**src/rtl/clkseq_pkg.sv**
```systemverilog
package clkseq_pkg;
  typedef enum logic [2:0] {
    ST_IDLE,
    ST_WR_MID,
    ST_W1_LO,
    ST_W1_HI,
    ST_WR_FIN,
    ST_W2_LO,
    ST_W2_HI
  } seq_state_e;
endpackage

```
**src/rtl/clkseq_sync2.sv**
```systemverilog
module clkseq_sync2 (
  input  logic clk,
  input  logic rst_n,
  input  logic d,
  output logic q
);
  logic ff1_q;
  logic ff2_q;

  always_ff @(posedge clk or negedge rst_n) begin
    if (!rst_n) begin
      ff1_q <= 1'b0;
      ff2_q <= 1'b0;
    end else begin
      ff1_q <= d;
      ff2_q <= ff1_q;
    end
  end

  assign q = ff2_q;
endmodule

```
**src/rtl/clkseq_poll_timer.sv**
```systemverilog
module clkseq_poll_timer #(
  parameter int LIMIT = 10000
) (
  input  logic clk,
  input  logic rst_n,
  input  logic clr,
  output logic expired
);
  localparam int CNT_W = (LIMIT > 1) ? $clog2(LIMIT) : 1;
  localparam logic [CNT_W-1:0] LAST = CNT_W'(LIMIT - 1);

  logic [CNT_W-1:0] cnt_q;
  logic [CNT_W-1:0] cnt_d;

  assign expired = (cnt_q == LAST);

  always_comb begin
    cnt_d = cnt_q;
    if (clr)          cnt_d = '0;
    else if (!expired) cnt_d = cnt_q + 1'b1;
  end

  always_ff @(posedge clk or negedge rst_n) begin
    if (!rst_n) cnt_q <= '0;
    else        cnt_q <= cnt_d;
  end

  // the sequencer must leave a phase when the poll limit is hit
  p_expire_clears_r4: assert property (@(posedge clk) disable iff (!rst_n)
    expired |-> clr);
endmodule

```
**src/rtl/clkseq_fsm.sv**
```systemverilog
module clkseq_fsm
  import clkseq_pkg::*;
#(
  parameter int DATA_W = 32
) (
  input  logic              clk,
  input  logic              rst_n,
  input  logic              req_valid,
  input  logic [DATA_W-1:0] req_mid_word,
  input  logic [DATA_W-1:0] req_final_word,
  input  logic              vs_sync,
  input  logic              expired,
  output logic              timer_clr,
  output logic              reg_wr_en,
  output logic [DATA_W-1:0] reg_wr_data,
  output logic              busy,
  output logic              done,
  output logic              timeout_seen
);
  seq_state_e        state_q, state_d;
  logic [DATA_W-1:0] mid_q, fin_q;
  logic              done_q, done_d;
  logic              to_q, to_d;
  logic              accept, in_wait, want_low, level_met, advance;

  assign accept    = (state_q == ST_IDLE) && req_valid;
  assign want_low  = (state_q == ST_W1_LO) || (state_q == ST_W2_LO);
  assign in_wait   = want_low || (state_q == ST_W1_HI) || (state_q == ST_W2_HI);
  assign level_met = want_low ? !vs_sync : vs_sync;
  assign advance   = in_wait && (level_met || expired);
  assign timer_clr = !in_wait || advance;

  always_comb begin
    state_d = state_q;
    unique case (state_q)
      ST_IDLE:   if (req_valid) state_d = ST_WR_MID;
      ST_WR_MID: state_d = ST_W1_LO;
      ST_W1_LO:  if (advance) state_d = ST_W1_HI;
      ST_W1_HI:  if (advance) state_d = ST_WR_FIN;
      ST_WR_FIN: state_d = ST_W2_LO;
      ST_W2_LO:  if (advance) state_d = ST_W2_HI;
      ST_W2_HI:  if (advance) state_d = ST_IDLE;
      default:   state_d = ST_IDLE;
    endcase
  end

  always_comb begin
    done_d = (state_q == ST_W2_HI) && advance;
    to_d   = to_q;
    if (accept)                             to_d = 1'b0;
    else if (in_wait && !level_met && expired) to_d = 1'b1;
  end

  always_ff @(posedge clk or negedge rst_n) begin
    if (!rst_n) begin
      state_q <= ST_IDLE;
      done_q  <= 1'b0;
      to_q    <= 1'b0;
    end else begin
      state_q <= state_d;
      done_q  <= done_d;
      to_q    <= to_d;
    end
  end

  always_ff @(posedge clk or negedge rst_n) begin
    if (!rst_n) begin
      mid_q <= '0;
      fin_q <= '0;
    end else if (accept) begin
      mid_q <= req_mid_word;
      fin_q <= req_final_word;
    end
  end

  assign reg_wr_en    = (state_q == ST_WR_MID) || (state_q == ST_WR_FIN);
  assign reg_wr_data  = (state_q == ST_WR_MID) ? mid_q : fin_q;
  assign busy         = (state_q != ST_IDLE);
  assign done         = done_q;
  assign timeout_seen = to_q;

  p_wr_spaced_r1: assert property (@(posedge clk) disable iff (!rst_n)
    reg_wr_en |=> !reg_wr_en);
  p_wr_in_busy_r5: assert property (@(posedge clk) disable iff (!rst_n)
    reg_wr_en |-> busy);
  p_done_pulse_r5: assert property (@(posedge clk) disable iff (!rst_n)
    done |=> !done);
  p_done_idle_r5: assert property (@(posedge clk) disable iff (!rst_n)
    done |-> !busy);
  p_ignore_busy_r6: assert property (@(posedge clk) disable iff (!rst_n)
    (busy && req_valid) |=> ($stable(mid_q) && $stable(fin_q)));
  p_to_in_seq_r7: assert property (@(posedge clk) disable iff (!rst_n)
    $rose(timeout_seen) |-> $past(busy));
endmodule

```
**src/rtl/clk_stage_seq.sv**
```systemverilog
module clk_stage_seq #(
  parameter int DATA_W        = 32,
  parameter int TIMEOUT_POLLS = 10000
) (
  input  logic              clk,
  input  logic              rst_n,
  input  logic              req_valid,
  input  logic [DATA_W-1:0] req_mid_word,
  input  logic [DATA_W-1:0] req_final_word,
  input  logic              vsync_raw,
  output logic              reg_wr_en,
  output logic [DATA_W-1:0] reg_wr_data,
  output logic              busy,
  output logic              done,
  output logic              timeout_seen
);
  logic vs_sync;
  logic timer_clr;
  logic expired;

  clkseq_sync2 u_sync (
    .clk   (clk),
    .rst_n (rst_n),
    .d     (vsync_raw),
    .q     (vs_sync)
  );

  clkseq_poll_timer #(.LIMIT(TIMEOUT_POLLS)) u_timer (
    .clk     (clk),
    .rst_n   (rst_n),
    .clr     (timer_clr),
    .expired (expired)
  );

  clkseq_fsm #(.DATA_W(DATA_W)) u_fsm (
    .clk            (clk),
    .rst_n          (rst_n),
    .req_valid      (req_valid),
    .req_mid_word   (req_mid_word),
    .req_final_word (req_final_word),
    .vs_sync        (vs_sync),
    .expired        (expired),
    .timer_clr      (timer_clr),
    .reg_wr_en      (reg_wr_en),
    .reg_wr_data    (reg_wr_data),
    .busy           (busy),
    .done           (done),
    .timeout_seen   (timeout_seen)
  );
endmodule

```
**config.mk**
```make
export PLATFORM = sky130hd
export DESIGN_NAME = clk_stage_seq
export DESIGN_NICKNAME = d
export VERILOG_FILES = /design/src/rtl/clkseq_pkg.sv /design/src/rtl/clkseq_sync2.sv /design/src/rtl/clkseq_poll_timer.sv /design/src/rtl/clkseq_fsm.sv /design/src/rtl/clk_stage_seq.sv
export SDC_FILE = /design/constraint.sdc
export NUM_CORES = 1
export LEC_CHECK = 0
export BUFFER_PORTS_ARGS = -buffer_cell sky130_fd_sc_hd__buf_2
export CAP_MARGIN = 10
export CORE_AREA = 3 3 93 95
export CTS_CLUSTER_SIZE = 25
export DETAILED_ROUTE_END_ITERATION = 16
export DIE_AREA = 0 0 96 98
export PLACE_DENSITY = 0.78
export SYNTH_ARGS = -nofsm -noshare
export SYNTH_HDL_FRONTEND = slang
export SYNTH_HIERARCHICAL = 1
export SYNTH_SLANG_ARGS = --single-unit
```
**constraint.sdc**
```tcl
create_clock -name clk -period 3.2 [get_ports clk]
set_input_delay 0.48 -clock clk [delete_from_list [all_inputs] [get_ports clk]]
set_output_delay 0.48 -clock clk [all_outputs]
set_load 0.02 [all_outputs]
```
; ---- Yosys cells after proc, flatten, opt, wreduce, memory -nomap -nowiden
; Index checks and enable logic that the tools add are counted.
[word_totals]
regBits = 85
in_bits = 68
output_inout_bits = 36
elab_cells = 52
[op_classes]
n_addsub = 1
eq_ne = 13
muxes = 12
n_reduce_logical = 18
[ops]
columns = operator, count
row1 = 32-bit two-way mux, 1
row2 = 14-bit two-way mux, 2
row3 = 3-bit one-hot mux with 7 select lines, 1
row4 = 3-bit two-way mux, 5
row5 = "14-bit by 1-bit adder with 14-bit output, second input constant", 1
row6 = "14-bit equality test, second input constant", 1
row7 = "3-bit equality test, second input constant", 3
row8 = "2-bit by 1-bit inequality test with 1-bit output, second input constant", 4
row9 = "3-bit by 2-bit equality test with 1-bit output, second input constant", 2
row10 = 1-bit logical OR, 6
row11 = 1-bit logical AND, 5
row12 = 5-bit AND reduction, 1
row13 = "2-bit inequality test, second input constant", 2
row14 = "3-bit by 1-bit equality test with 1-bit output, second input constant", 1
row15 = 1-bit logical NOT, 3
row16 = 3-bit logical NOT, 1
row17 = 1-bit two-way mux, 3
row18 = 3-bit nonzero test, 1
row19 = 2-bit nonzero test, 1

; ---- Depth between registers and ports, before layout
; Gate-level depths: netlist (run 1).
[depth]
ltp_word = 8
ltp_mapped = 9
mapped_depth_nobuf = 7

; ---- Hierarchy
; Netlist (run 1), hierarchy kept.
[by_module_without_submodules]
columns = mod, n_inst, cells_each, area_per_inst_um2, seq_area_each_um2
row1 = clkseq_fsm, 1, 210, 3309.4, 1726.7
row2 = clkseq_poll_timer, 1, 82, 788.3, 350.3
row3 = clkseq_sync2, 1, 2, 50.0, 50.0

; ---- Worst setup path after synthesis (run 1)
; OpenSTA, ideal clock, no wires.
[synth_path]
kind = register -> register
startpoint = reg u_timer.cnt_q[5]
endpoint = reg u_timer.cnt_q[0]
arrival_ps = 2458
required_time_ps = 3075
path_slack_ps = 617
path_stages_with_launch = 9
path_buffers = 2
period_less_slack_ps = 2583
cell_sequence = dfrtp_1 > or4b_4 > nor4_1 > inv_1 > nand2_1 > clkbuf_1 > clkbuf_1 > nor2_1 > mux2_4
[synth_via]
elab_chain_len = 5
word_cells_on_any_way = 6
[synth_rtl]
columns = item, line
row1 = start: declaration, clkseq_poll_timer.sv:12  ; logic [CNT_W-1:0] cnt_q;
row2 = start signal: assignment, clkseq_poll_timer.sv:25  ; else cnt_q <= cnt_d;
row3 = 14-bit equality test *, clkseq_poll_timer.sv:15  ; assign expired = (cnt_q == LAST);
row4 = net expired, clk_stage_seq.sv:19  ; logic expired;
row5 = 1-bit logical OR *, clkseq_fsm.sv:30  ; assign advance = in_wait && (level_met || expired);
row6 = 1-bit logical AND *, clkseq_fsm.sv:30
row7 = 1-bit logical OR *, clkseq_fsm.sv:31  ; assign timer_clr = !in_wait || advance;
row8 = net timer_clr, clk_stage_seq.sv:18  ; logic timer_clr;
row9 = 2-bit inequality test (no line) or 14-bit two-way mux (tied branches), n/a
; Mark *: on every way through the listed nets, which the timed path passes. The rest lies on a longest branch.
; A chain may end at the register's enable or synchronous reset.

; ---- Worst setup path after layout (run 1)
[layout_path]
startpoint = reg u_fsm.state_q[0]
endpoint = out reg_wr_data[15]
[layout_via]
elab_chain_len = 2
[layout_rtl]
columns = item, line
row1 = start: declaration, clkseq_fsm.sv:20  ; seq_state_e state_q, state_d;
row2 = start signal: assignment, clkseq_fsm.sv:60  ; state_q <= state_d;
row3 = 3-bit by 1-bit equality test with 1-bit output, clkseq_fsm.sv:77  ; assign reg_wr_data = (state_q == ST_WR_MID) ? mid_q : fin_q;
row4 = 32-bit two-way mux, clkseq_fsm.sv:77
row5 = end: declaration, clk_stage_seq.sv:12  ; output logic [DATA_W-1:0] reg_wr_data,
; No other way between the ends.

==> run summary, run 1 <==
Synthesis instantiated 41 different standard cells from the library. The worst setup path is captured at a primary output. Of the post-synthesis cell area, the dominant cell type holds 51.3%. The total count of max-transition violations in the final report came out at 0.

After clock tree synthesis, the clock-pin slew on the worst setup and hold paths is 0.09 ns. The run gives 0 as the overflow left after global routing. The flow ran to the end, and the final reports show no timing, DRC or antenna violations. The number of cells traversed by the worst hold path is 1, and the leakage power total is 2.26 nW.

The vertical die dimension is 98 um. Fmax: 367 MHz. TritonCTS built the clock tree. The dominant cell type by area after synthesis is dfrtp_1. The run gives 0 as the number of maximum-capacitance constraint violations. The sequential-to-total area share from yosys stat came out at 51.3%.

The maximum buffer depth of the clock tree is 2. The run gives 0 as the number of buffers inserted to repair setup after CTS. For the worst flop-to-flop path, the logic depth is 6. The tools report the via count of the first global-routing pass as 2655.

The detailed router finished its first iteration with 108 violations. The area of the die was 9410 um^2; the total of cells resized after clock tree synthesis was 0. The first-pass GRT wire length is 12.6 mm, and the maximum VDD drop is 0.000467 V. At the worst endpoint, the arrival time is 2.25 ns. Overall routing resource usage: 16.7%.

The library cell contributing the largest single delay on the critical path was dfrtp_1. Row generation in the floorplan step produced 32 rows. The power per cell area was 979 nW/um^2. The worst relative slew slack was 31.6%.

Floorplan die width: 96 um. In this run the worst path has a maximum fanout of 31. STA classifies the critical path startpoint as a register.

Counting flops with a built-in enable in the synthesized netlist gives 0. The tools report the final core utilization as 62.5%. By area the synthesized netlist is led by dfrtp_1 (51%), mux2_4 (15%), mux2_2 (14%). The logs give 0 for the final routed DRC violation total and 0.246 ns for the post-route worst hold slack. By count the netlist is led by dfrtp_1 (85), mux2_2 (51), mux2_4 (41). The post-detailed-placement half-perimeter wirelength came out at 5.29 mm. Setup repair after global routing left no endpoint under its margin. The mean instance size in the synthesized netlist was 14.1 um^2.

For this block, the routed nets add up to 7.69 mm of wire. The count of nets left with antenna violations once routing finished came out at 0. The cell at the root of the clock tree is clkbuf_8. For the total via count after detailed routing, the log shows 2665. Pin placement for this block handled 104 I/O pins. The longest individual stage delay on the worst path works out to 0.57 ns. Data on the critical path is required at its endpoint by 2.72 ns. After detailed routing, the number of vias per cell comes to 5.31. The initial antenna violation count was 0; the net count after synthesis was 364. The wire length per cell came out at 15.3 um. The most common cell in the synthesized netlist is dfrtp_1.

Timing analysis after detailed placement gives a worst setup slack of 0.474 ns. Critical setup path kind: reg2out. The clock reaches the later pin of the worst-skew pair after 0.35 ns. The number of placed instances, taps included, is 486. For the net count of the finished layout, the log shows 465.

The tools report the aggregate negative setup slack as 0 ns. The final-report hold violation count came out at 0. After layout, the worst path uses 85.2% of the clock period. Walking the worst path, the cells encountered are nor3b_4 > buf_4 > mux2_2 > buf_2.

For the final number of setup-violating endpoints, the log shows 0. Synthesis handed over a netlist of 294 instances. Clock skew on the completed layout was measured at 0.0109 ns. The worst-case setup margin in the final layout is 0.473 ns, and the flop and latch count out of synthesis is 85.

The tools report the number of CTS-inserted buffers as 9. Routability-driven placement congestion ratio: 0.875. The main flop type after synthesis is dfrtp_1. Entering global routing, the biggest net connects 86 pins. The area of the core is 7810 um^2, and the number of fillers in the final layout is 622. Buffers inserted to repair hold after CTS numbered 0. The initial utilization of the core area, before any placement, comes to 53.1%. The clock tree synthesis step divided the H-tree into 3 levels. Yosys printed 6 warnings. For this run, asynchronously set or reset flops after synthesis account for 100%. The repair_antennas step left the layout with diodes totalling 0.

From synthesis to final layout, the design area changed by 17.6%. After the flow finishes, the layout carries non-filler instances totaling 502. The clock net in this run drives a total of 85 sinks. Final critical delay including setup and external delays: 2.73 ns. In this run the cell area of the synthesized design comes to 4150 um^2. The path class of the tightest hold or removal check is in2reg. The number of I/O port buffers was 103; the transition time of the tightest slew-check pin was 1.03 ns.

Share of cells above drive strength 1: 55.0%. Before antenna repair, the detailed router went through 4 iterations.
## sequential cells by signal (all words and copies together), names as in the netlist
register            cells
u_fsm/state_q           3
u_fsm/timeout_seen      1
u_fsm/mid_q            32
u_fsm/fin_q            32
u_timer/cnt_q          14
u_fsm/done              1
u_sync/q                1
u_sync/ff1_q            1
## area by class of cell
cell class              count  area (um^2)  area share (%)
repair buffers            105          546            11.2
clock inverters             7         81.3            1.67
multi-input cells         187         1850            37.9
flip-flops and latches     85         2130            43.6
well taps                 102          128            2.62
inverters                   7         26.3           0.538
clock buffers               9          124            2.54
## per-layer routing
layer	vias up	share of wire (%)	wire length, um	global-route usage, %
met3	9	7.3	563	4.47
met4	0	1.3	100	5.25
met5	-	0	0	0
met2	86	47	3580	26.6
li1	1262	-	-	-
met1	1308	45	3440	22.1
## report_power, final
group | switching [W] | internal (W) | leakage (nW) | total, W
clock network | 0.000397 | 0.000371 | 0.0944 | 0.000768
logic | 0.00102 | 0.00118 | 1.13 | 0.00220
registers | 0.000285 | 0.00152 | 1.04 | 0.00181
## cell families after synthesis
group	synth area share (%)
mux	31.4
flops	51.3
simple gates	7.93
compound gates	3.86
buf+inv	4.31
xor+xnor	0.634
fa+ha+maj	0.603
## critical path, delay by kind of cell (launching register included)
family / cells / cell delay, ns
DFF: 1 / 0.57
buffers and inverters: 2 / 0.59
and+or+nand+nor: 1 / 0.32
muxes: 1 / 0.40
## metrics by stage
stage / instance area (um^2) / total power, W
2_1_floorplan: 4150 / 0.00355
3_3_place_gp: 4670 / 0.00397
3_5_place_dp: 4670 / 0.00405
4_1_cts: 4880 / 0.00484
5_1_grt: 4880 / 0.00509
6_report: 4880 / 0.00478
## final timing paths
path | endpoint | start | slack [ns]
max in group asynchronous | u_timer/cnt_q[5] | rst_n | 2.24
hold / removal | u_sync/ff1_q | vsync_raw | 0.25
setup reg to reg | u_timer/cnt_q[13] | u_timer/cnt_q[5] | 0.49
hold reg to reg | u_sync/q | u_sync/ff1_q | 0.35
setup / recovery | reg_wr_data[15] | u_fsm/state_q[0] | 0.47
min in group asynchronous | u_fsm/mid_q[16] | rst_n | 0.31
## cells in the final DEF (no fill, tap or decap), types with 2 or more instances in the layout
master	instances
or4_1	4
nand3_1	5
a21oi_1	8
and4b_1	2
nand4_1	3
mux2_1	9
nand2b_1	3
a31oi_1	4
nor3_1	2
or3_1	2
o31ai_1	4
inv_1	7
buf_4	2
inv_6	2
dfrtp_1	85
mux2_4	41
ha_1	2
mux2_2	51
nor2b_1	4
buf_2	102
nand2_1	8
a211oi_1	2
xnor2_1	2
nor2_1	9
clkbuf_8	9
clkinvlp_4	3
nor4_1	4
o21ai_0	5
Note: power is estimated with default switching activity, not from simulation.
==> run 2, diff against run 1 <==
- BUFFER_PORTS_ARGS: -buffer_cell sky130_fd_sc_hd__buf_2 -> not set
- CORE_AREA: 3 3 93 95 -> 3 3 86 88
- CTS_BUF_LIST: not set -> sky130_fd_sc_hd__clkbuf_16
- DIE_AREA: 0 0 96 98 -> 0 0 89 91
- DONT_BUFFER_PORTS: not set -> 1
- PLACE_DENSITY: 0.78 -> 0.77
==> run summary, run 2 (synthesis results as in run 1) <==
The run finished with clean final reports. The final-report hold violation count was 0 (unchanged). The share of cells above drive strength 1 came out at 37.9% (-17 points). The worst setup path is captured at a register. For the register-to-register setup slack, the log shows 0.46 ns (-0.03 ns). The clock transition time at the flip-flop clock pins of the worst setup and hold paths is 0.06 ns (-0.03 ns), and the total count of max-transition violations in the final report is 0 (unchanged).

The run gives 2130 um^2 (unchanged) as the area taken by flip-flops and latches. The wire length per cell was 19.7 um (+29%). The wire length on met1 came out at 3.12 mm (-9.3%). For the area of the core, the log shows 6720 um^2 (-14%). For the clock skew, the log shows 0.00414 ns (-0.00675 ns).

The signal on the critical path passes through or4b_4 > nor4_1 > inv_1 > nand2_1 > nor2b_1 > mux2_4. In this run the critical register-to-register path is launched from u_timer/cnt_q[5]. TritonCTS built the clock tree. The floorplan die width was 89 um (-7.3%); the fmax was 365 MHz (-0.58%). For the final wirelength, the log shows 7.44 mm (-3.1%). Signal routing reaches up to met4. The met2 wire length was 3.74 mm (+4.4%). The run gives 0.0530 ns (-0.193 ns) as the post-route worst hold slack. The run gives 5 (+1) as the first-pass iteration count of the detailed router.

The initial core utilization was 61.7% (+8.6 points). The number of fillers in the final layout is 494 (-21%). The number of cells on the worst reg-to-reg path was 6 (unchanged); the longest individual stage delay on the worst path was 0.60 ns (+0.03 ns). The tools report the end of the worst register-to-register path as u_timer/cnt_q[0].

The run gives 86 (unchanged) as the maximum number of pins on one net before global-route repair. The post-route antenna net violation count came out at 0 (unchanged). The logs give 85 (unchanged) for the total clock sinks and 1.91 nW (-16%) for the leakage power total. The arrival time of data at the critical path endpoint is 2.95 ns (+0.70 ns), and the site row count is 30 (-6.3%).

The final number of setup-violating endpoints came out at 0 (unchanged). Setup repair after global routing left no endpoint under its margin. The logs give 9 (unchanged) for the number of CTS-inserted buffers and 3.41 ns (+0.69 ns) for the data required time at the worst endpoint. The routed via count divided by cell count came out at 6.01 (+13%). In the layout the commonest cells are dfrtp_1 (85), mux2_2 (51), mux2_4 (41).

The logs give 4.90 mm (-7.4%) for the post-detailed-placement half-perimeter wirelength and 2272 (-15%) for the total via count after detailed routing. The area of the die is 8100 um^2 (-14%), and the aggregate negative setup slack is 0 ns (unchanged). The commonest non-fill, non-tap cell in the layout is dfrtp_1. The area used by multi-input combinational logic was 1850 um^2 (unchanged); the H-tree level count was 3 (unchanged).

The overall routing resource usage was 18.9% (+2.2 points); the vertical die dimension was 91 um (-7.1%). The largest registers in the layout are u_fsm/fin_q: 32 flops, u_fsm/mid_q: 32 flops, u_timer/cnt_q: 14 flops. The number of antenna repair diodes is 0 (unchanged), and the final critical delay including setup and external delays is 2.74 ns (+0.0159 ns).

The via count of the first global-routing pass was 2336 (-12%). The tools report the maximum VDD drop as 0.000473 V (+1.2%). The first-pass GRT wire length was 11.7 mm (-7.0%); the final cycle utilization of the critical path was 85.7% (+0.50 points). The overflow left after global routing is 0 (unchanged). The area growth from synthesis to final layout was 7.03%; the met3 wire length was 540 um (-4.1%).

The maximum fanout along the worst path was 19 (-39%); the transition time of the tightest slew-check pin was 0.686 ns (-0.341 ns). Number of maximum-capacitance constraint violations: 0 (unchanged). The tightest min-delay check is of the in2async type. The tools report the worst relative slew slack as 53.8% (+22 points). The power per cell area is 1060 nW/um^2 (+8.7%), and the routability-driven placement congestion ratio is 0.815 (-6.8%). The initial antenna violation count was 0 (unchanged). The slowest stage of the critical path belongs to the cell nor4_1. The violation count after the first detailed-route iteration is 99 (-8.3%), and the net count of the finished layout is 363 (-22%). The cell at the root of the clock tree is clkbuf_16.

The worst setup path is launched from a register. Critical setup path kind: reg2reg. The final routed DRC violation total is 0 (unchanged).

The run gives 104 (unchanged) as the number of top-level pins. The maximum buffer depth of the clock tree was 2 (unchanged); the clock insertion delay at the later pin of the skew report was 0.33 ns (-0.02 ns). The number of I/O port buffers was 0 (-100%).
## run 2: changes by cell type in the layout (fill, tap and decap cells not counted), moves of 2 or more
cell | previous run | this run
buf_2 | 102 | 0
clkbuf_16 | 0 | 9
clkbuf_8 | 9 | 0
clkinv_1 | 0 | 4
clkinvlp_4 | 3 | 0
inv_6 | 2 | 0
## run 2: final cells by class
class / instances / share of cell area, %
inverters: 7 / 0.592
well taps: 80 / 2.25
multi-input cells: 187 / 41.6
flip-flops and latches: 85 / 47.9
repair buffers: 3 / 1.24
clock inverters: 7 / 1.30
clock buffers: 9 / 5.07
## run 2: worst max path at each step
stage	startpoint	end	slack, ns	cells after the start
2_1_floorplan	u_timer/cnt_q[5]	u_timer/cnt_q[0]	0.62	8
3_3_place_gp	u_timer/cnt_q[5]	u_timer/cnt_q[0]	0.64	6
3_5_place_dp	u_timer/cnt_q[5]	u_timer/cnt_q[0]	0.48	6
4_1_cts	u_timer/cnt_q[5]	u_timer/cnt_q[0]	0.47	6
5_1_grt	u_timer/cnt_q[5]	u_timer/cnt_q[12]	0.20	6
6_report	u_timer/cnt_q[5]	u_timer/cnt_q[0]	0.46	6
## run 2: stage by stage
step	total power (W)	utilization, %	worst slack (ns)	cell area [um^2]	cells
final	0.00473	66.1	0.457	4440	378
after global routing	0.00500	66.1	0.201	4440	378
after CTS	0.00478	66.1	0.472	4440	378
after detailed placement	0.00374	61.5	0.482	4130	361
after global placement	0.00367	61.5	0.644	4130	361
after floorplan	0.00355	-	0.617	4150	294
## run 2: report_power, final
group	switching (W)	internal (W)	leakage, nW	total (W)
Clock	0.000385	0.000592	0.141	0.000977
Sequential	0.000296	0.00153	1.04	0.00182
Combinational	0.000953	0.000972	0.728	0.00193
## run 2: what timing repair did
action	CTS	global route
resized for setup	0	0
hold buffers	1	0
endpoints found under the hold margin	85	0
setup endpoints to repair	0	0
buffers inserted	0	0
## run 2: layer usage
metal,track usage (%),vias to the layer above
li1,-,1065
met1,24.3,1129
met2,30.1,74
met3,6.26,4
met4,6.08,0
met5,0,-
## run 2: critical path, delay by kind of cell (launching register included)
| family | cells | cell delay [ns] |
|---|---|---|
| buffers and inverters | 1 | 0.16 |
| AND/OR/NAND/NOR | 4 | 1.76 |
| multiplexers | 1 | 0.29 |
| flip-flops | 1 | 0.41 |
==> run 3, diff against run 2 <==
- RECOVER_POWER: not set -> 50
==> run summary, run 3 (synthesis results as in run 1) <==
The total clock sinks was 85 (unchanged); the non-filler instance count after layout was 378 (unchanged). The logs give 86 (+86) for the total count of max-transition violations in the final report and 4380 um^2 (-1.3%) for the total non-filler cell area in the finished layout. The maximum fanout along the worst path was 54 (+35).

The number of maximum-capacitance constraint violations was 1 (+1). Setup repair after global routing left no endpoint under its margin. The run gives 348 MHz (-4.6%) as the fmax.

The wire length on met1 is 3.10 mm (-0.67%), and the leakage power total is 1.88 nW (-1.5%). In the final layout, the registers with the most flip-flops are u_fsm/fin_q: 32 flops, u_fsm/mid_q: 32 flops, u_timer/cnt_q: 14 flops. Combined buffer and inverter count along the critical path: 1 (unchanged).

The tools report the cell at the root of the clock tree as clkbuf_16. Maximum number of pins on one net before global-route repair: 86 (unchanged). The clock skew is 0.00394 ns (-0.000195 ns), and the share of cells above drive strength 1 is 35.9% (-2.0 points). The total of cells resized after clock tree synthesis was 0 (unchanged); the total of hold buffers inserted after clock tree synthesis was 1 (unchanged).

Among cell families on the critical path, the largest total delay comes from simple AND/OR/NAND/NOR gates. The run gives 18.9% (unchanged) as the overall routing resource usage. The slowest stage of the critical path belongs to the cell clkbuf_4.

Post-route antenna net violation count: 0 (unchanged). Leaving out fill and tap cells, the most frequent cell in the layout is dfrtp_1. The run gives 9 (unchanged) as the number of CTS-inserted buffers. The tools report the net count of the finished layout as 363 (unchanged). The final cycle utilization of the critical path was 89.9% (+4.2 points). Final routed DRC violation total: 0 (unchanged). The final reports fail on max-capacitance violations, max-slew violations.

The transition time of the tightest slew-check pin is 2.01 ns (+1.32 ns), and the number of top-level pins is 104 (unchanged). The logs give 0.33 ns (about the same) for the clock insertion delay at the later pin of the skew report and 123 (+24%) for the violation count after the first detailed-route iteration. The launching element type of the critical path is a register. The number of antenna repair diodes is 0 (unchanged), and the floorplan die width is 89 um (unchanged). Walking the worst path, the cells encountered are or3_1 > nor2_4 > clkbuf_4 > mux2_2. The power per cell area was 1070 nW/um^2 (+0.23%); the aggregate negative setup slack was 0 ns (unchanged). Compared with the post-synthesis result, the final layout area differs by 5.61%. The post-detailed-placement half-perimeter wirelength came out at 4.90 mm (unchanged). The tools report the area of the die as 8100 um^2 (unchanged). The critical path is of the reg2reg type. The final-report hold violation count was 0 (unchanged).

The number of gates on the worst path with buffers counted came out at 4 (-2). Wire length per cell: 19.7 um (-0.12%). The first-pass GRT wire length was 11.7 mm (unchanged); the clock transition time at the flip-flop clock pins of the worst setup and hold paths was 0.06 ns (about the same). The tools report the met3 wire length as 498 um (-7.8%). The vertical die dimension works out to 91 um (unchanged).

TritonCTS built the clock tree. For the worst relative slew slack, the log shows -34.0% (-88 points). The final critical delay including setup and external delays is 2.88 ns (+0.133 ns). The flow ran to the end, but the final reports show violations. For the maximum VDD drop, the log shows 0.000474 V (+0.35%).

The tools report the routability-driven placement congestion ratio as 0.815 (unchanged). The tools report the maximum buffer depth of the clock tree as 2 (unchanged). Uppermost layer routed: met4. The tools report the endpoint class of the critical path as a register. The number of cells traversed by the worst hold path is 0, and the met2 wire length is 3.80 mm (+1.5%). For the total via count after detailed routing, the log shows 2300 (+1.2%). Worst hold-check path type: in2reg.

The number of I/O port buffers is 0 (unchanged), and the initial core utilization is 61.7% (unchanged). The number of placed instances, taps included was 361 (unchanged). The logs give 4130 um^2 (unchanged) for the cell area after placement and 6720 um^2 (unchanged) for the area of the core. The logs give 0 (unchanged) for the number of buffers inserted to repair setup after CTS and 2336 (unchanged) for the via count of the first global-routing pass. The final core utilization was 65.2% (-0.88 points).

The run gives 0 (unchanged) as the final number of setup-violating endpoints. The logs give 0 (unchanged) for the initial antenna violation count and 0 (unchanged) for the overflow left after global routing. The longest individual stage delay on the worst path was 0.83 ns (+0.23 ns); the number of cells on the worst reg-to-reg path was 4 (-2). The top cell types in the final layout, fill and taps aside, are dfrtp_1 (85), mux2_2 (51), mux2_4 (36), mux2_1 (14). The tools report the H-tree level count as 3 (unchanged).

The first-pass iteration count of the detailed router was 4 (-1); the routed via count divided by cell count was 6.08 (+1.2%). The site row count is 30 (unchanged). The run gives 3.08 ns (+0.13 ns) as the arrival time of data at the critical path endpoint. The final wirelength was 7.43 mm (-0.12%); the data required time at the worst endpoint was 3.41 ns (about the same).
-- run 3: layout make-up --
cell class | count | area, um^2
Sequential cell | 85 | 2130
Inverter | 7 | 26.3
Multi-Input combinational cell | 187 | 1820
Tap cell | 80 | 100
Clock buffer | 9 | 225
Clock inverter | 7 | 57.6
Timing Repair Buffer | 3 | 20.0
Fill cell | 504 | 2340
-- run 3: worst register-to-register path, cell delays in order, from the launching register on --
cell      delay (ns)
dfrtp_1         0.53
or3_1           0.58
nor2_4          0.37
clkbuf_4        0.83
mux2_2          0.46
-- run 3: report_power, final --
group	switching, W	total (W)	internal [W]
clock	0.000384	0.000975	0.000592
combinational	0.000946	0.00188	0.000931
sequential	0.000294	0.00182	0.00153
total	0.00162	0.00467	0.00305
-- run 3: final timing paths --
check                            startpoint               to  slack, ns
hold reg to reg                u_sync/ff1_q         u_sync/q       0.35
hold / removal                    vsync_raw     u_sync/ff1_q       0.18
setup / recovery           u_fsm/state_q[1]   u_fsm/mid_q[2]       0.32
min in group asynchronous             rst_n  u_fsm/mid_q[21]       0.73
max in group asynchronous             rst_n   u_fsm/fin_q[3]       1.30
setup reg to reg           u_fsm/state_q[1]   u_fsm/mid_q[2]       0.32
-- run 3: per-layer routing --
| layer | up-vias | track usage (%) |
|---|---|---|
| met1 | 1149 | 24.3 |
| met4 | 0 | 6.08 |
| met3 | 4 | 6.26 |
| met5 | - | 0 |
| li1 | 1059 | - |
| met2 | 88 | 30.1 |
-- run 3: stage by stage --
stage                     hold WS, ns  setup slack [ns]  total power [W]
final                           0.182             0.324          0.00467
after global routing            0.158             0.201          0.00495
after CTS                      0.0685             0.472          0.00478
after detailed placement        0.186             0.482          0.00374
after global placement          0.186             0.644          0.00367
after floorplan                 0.184             0.617          0.00355
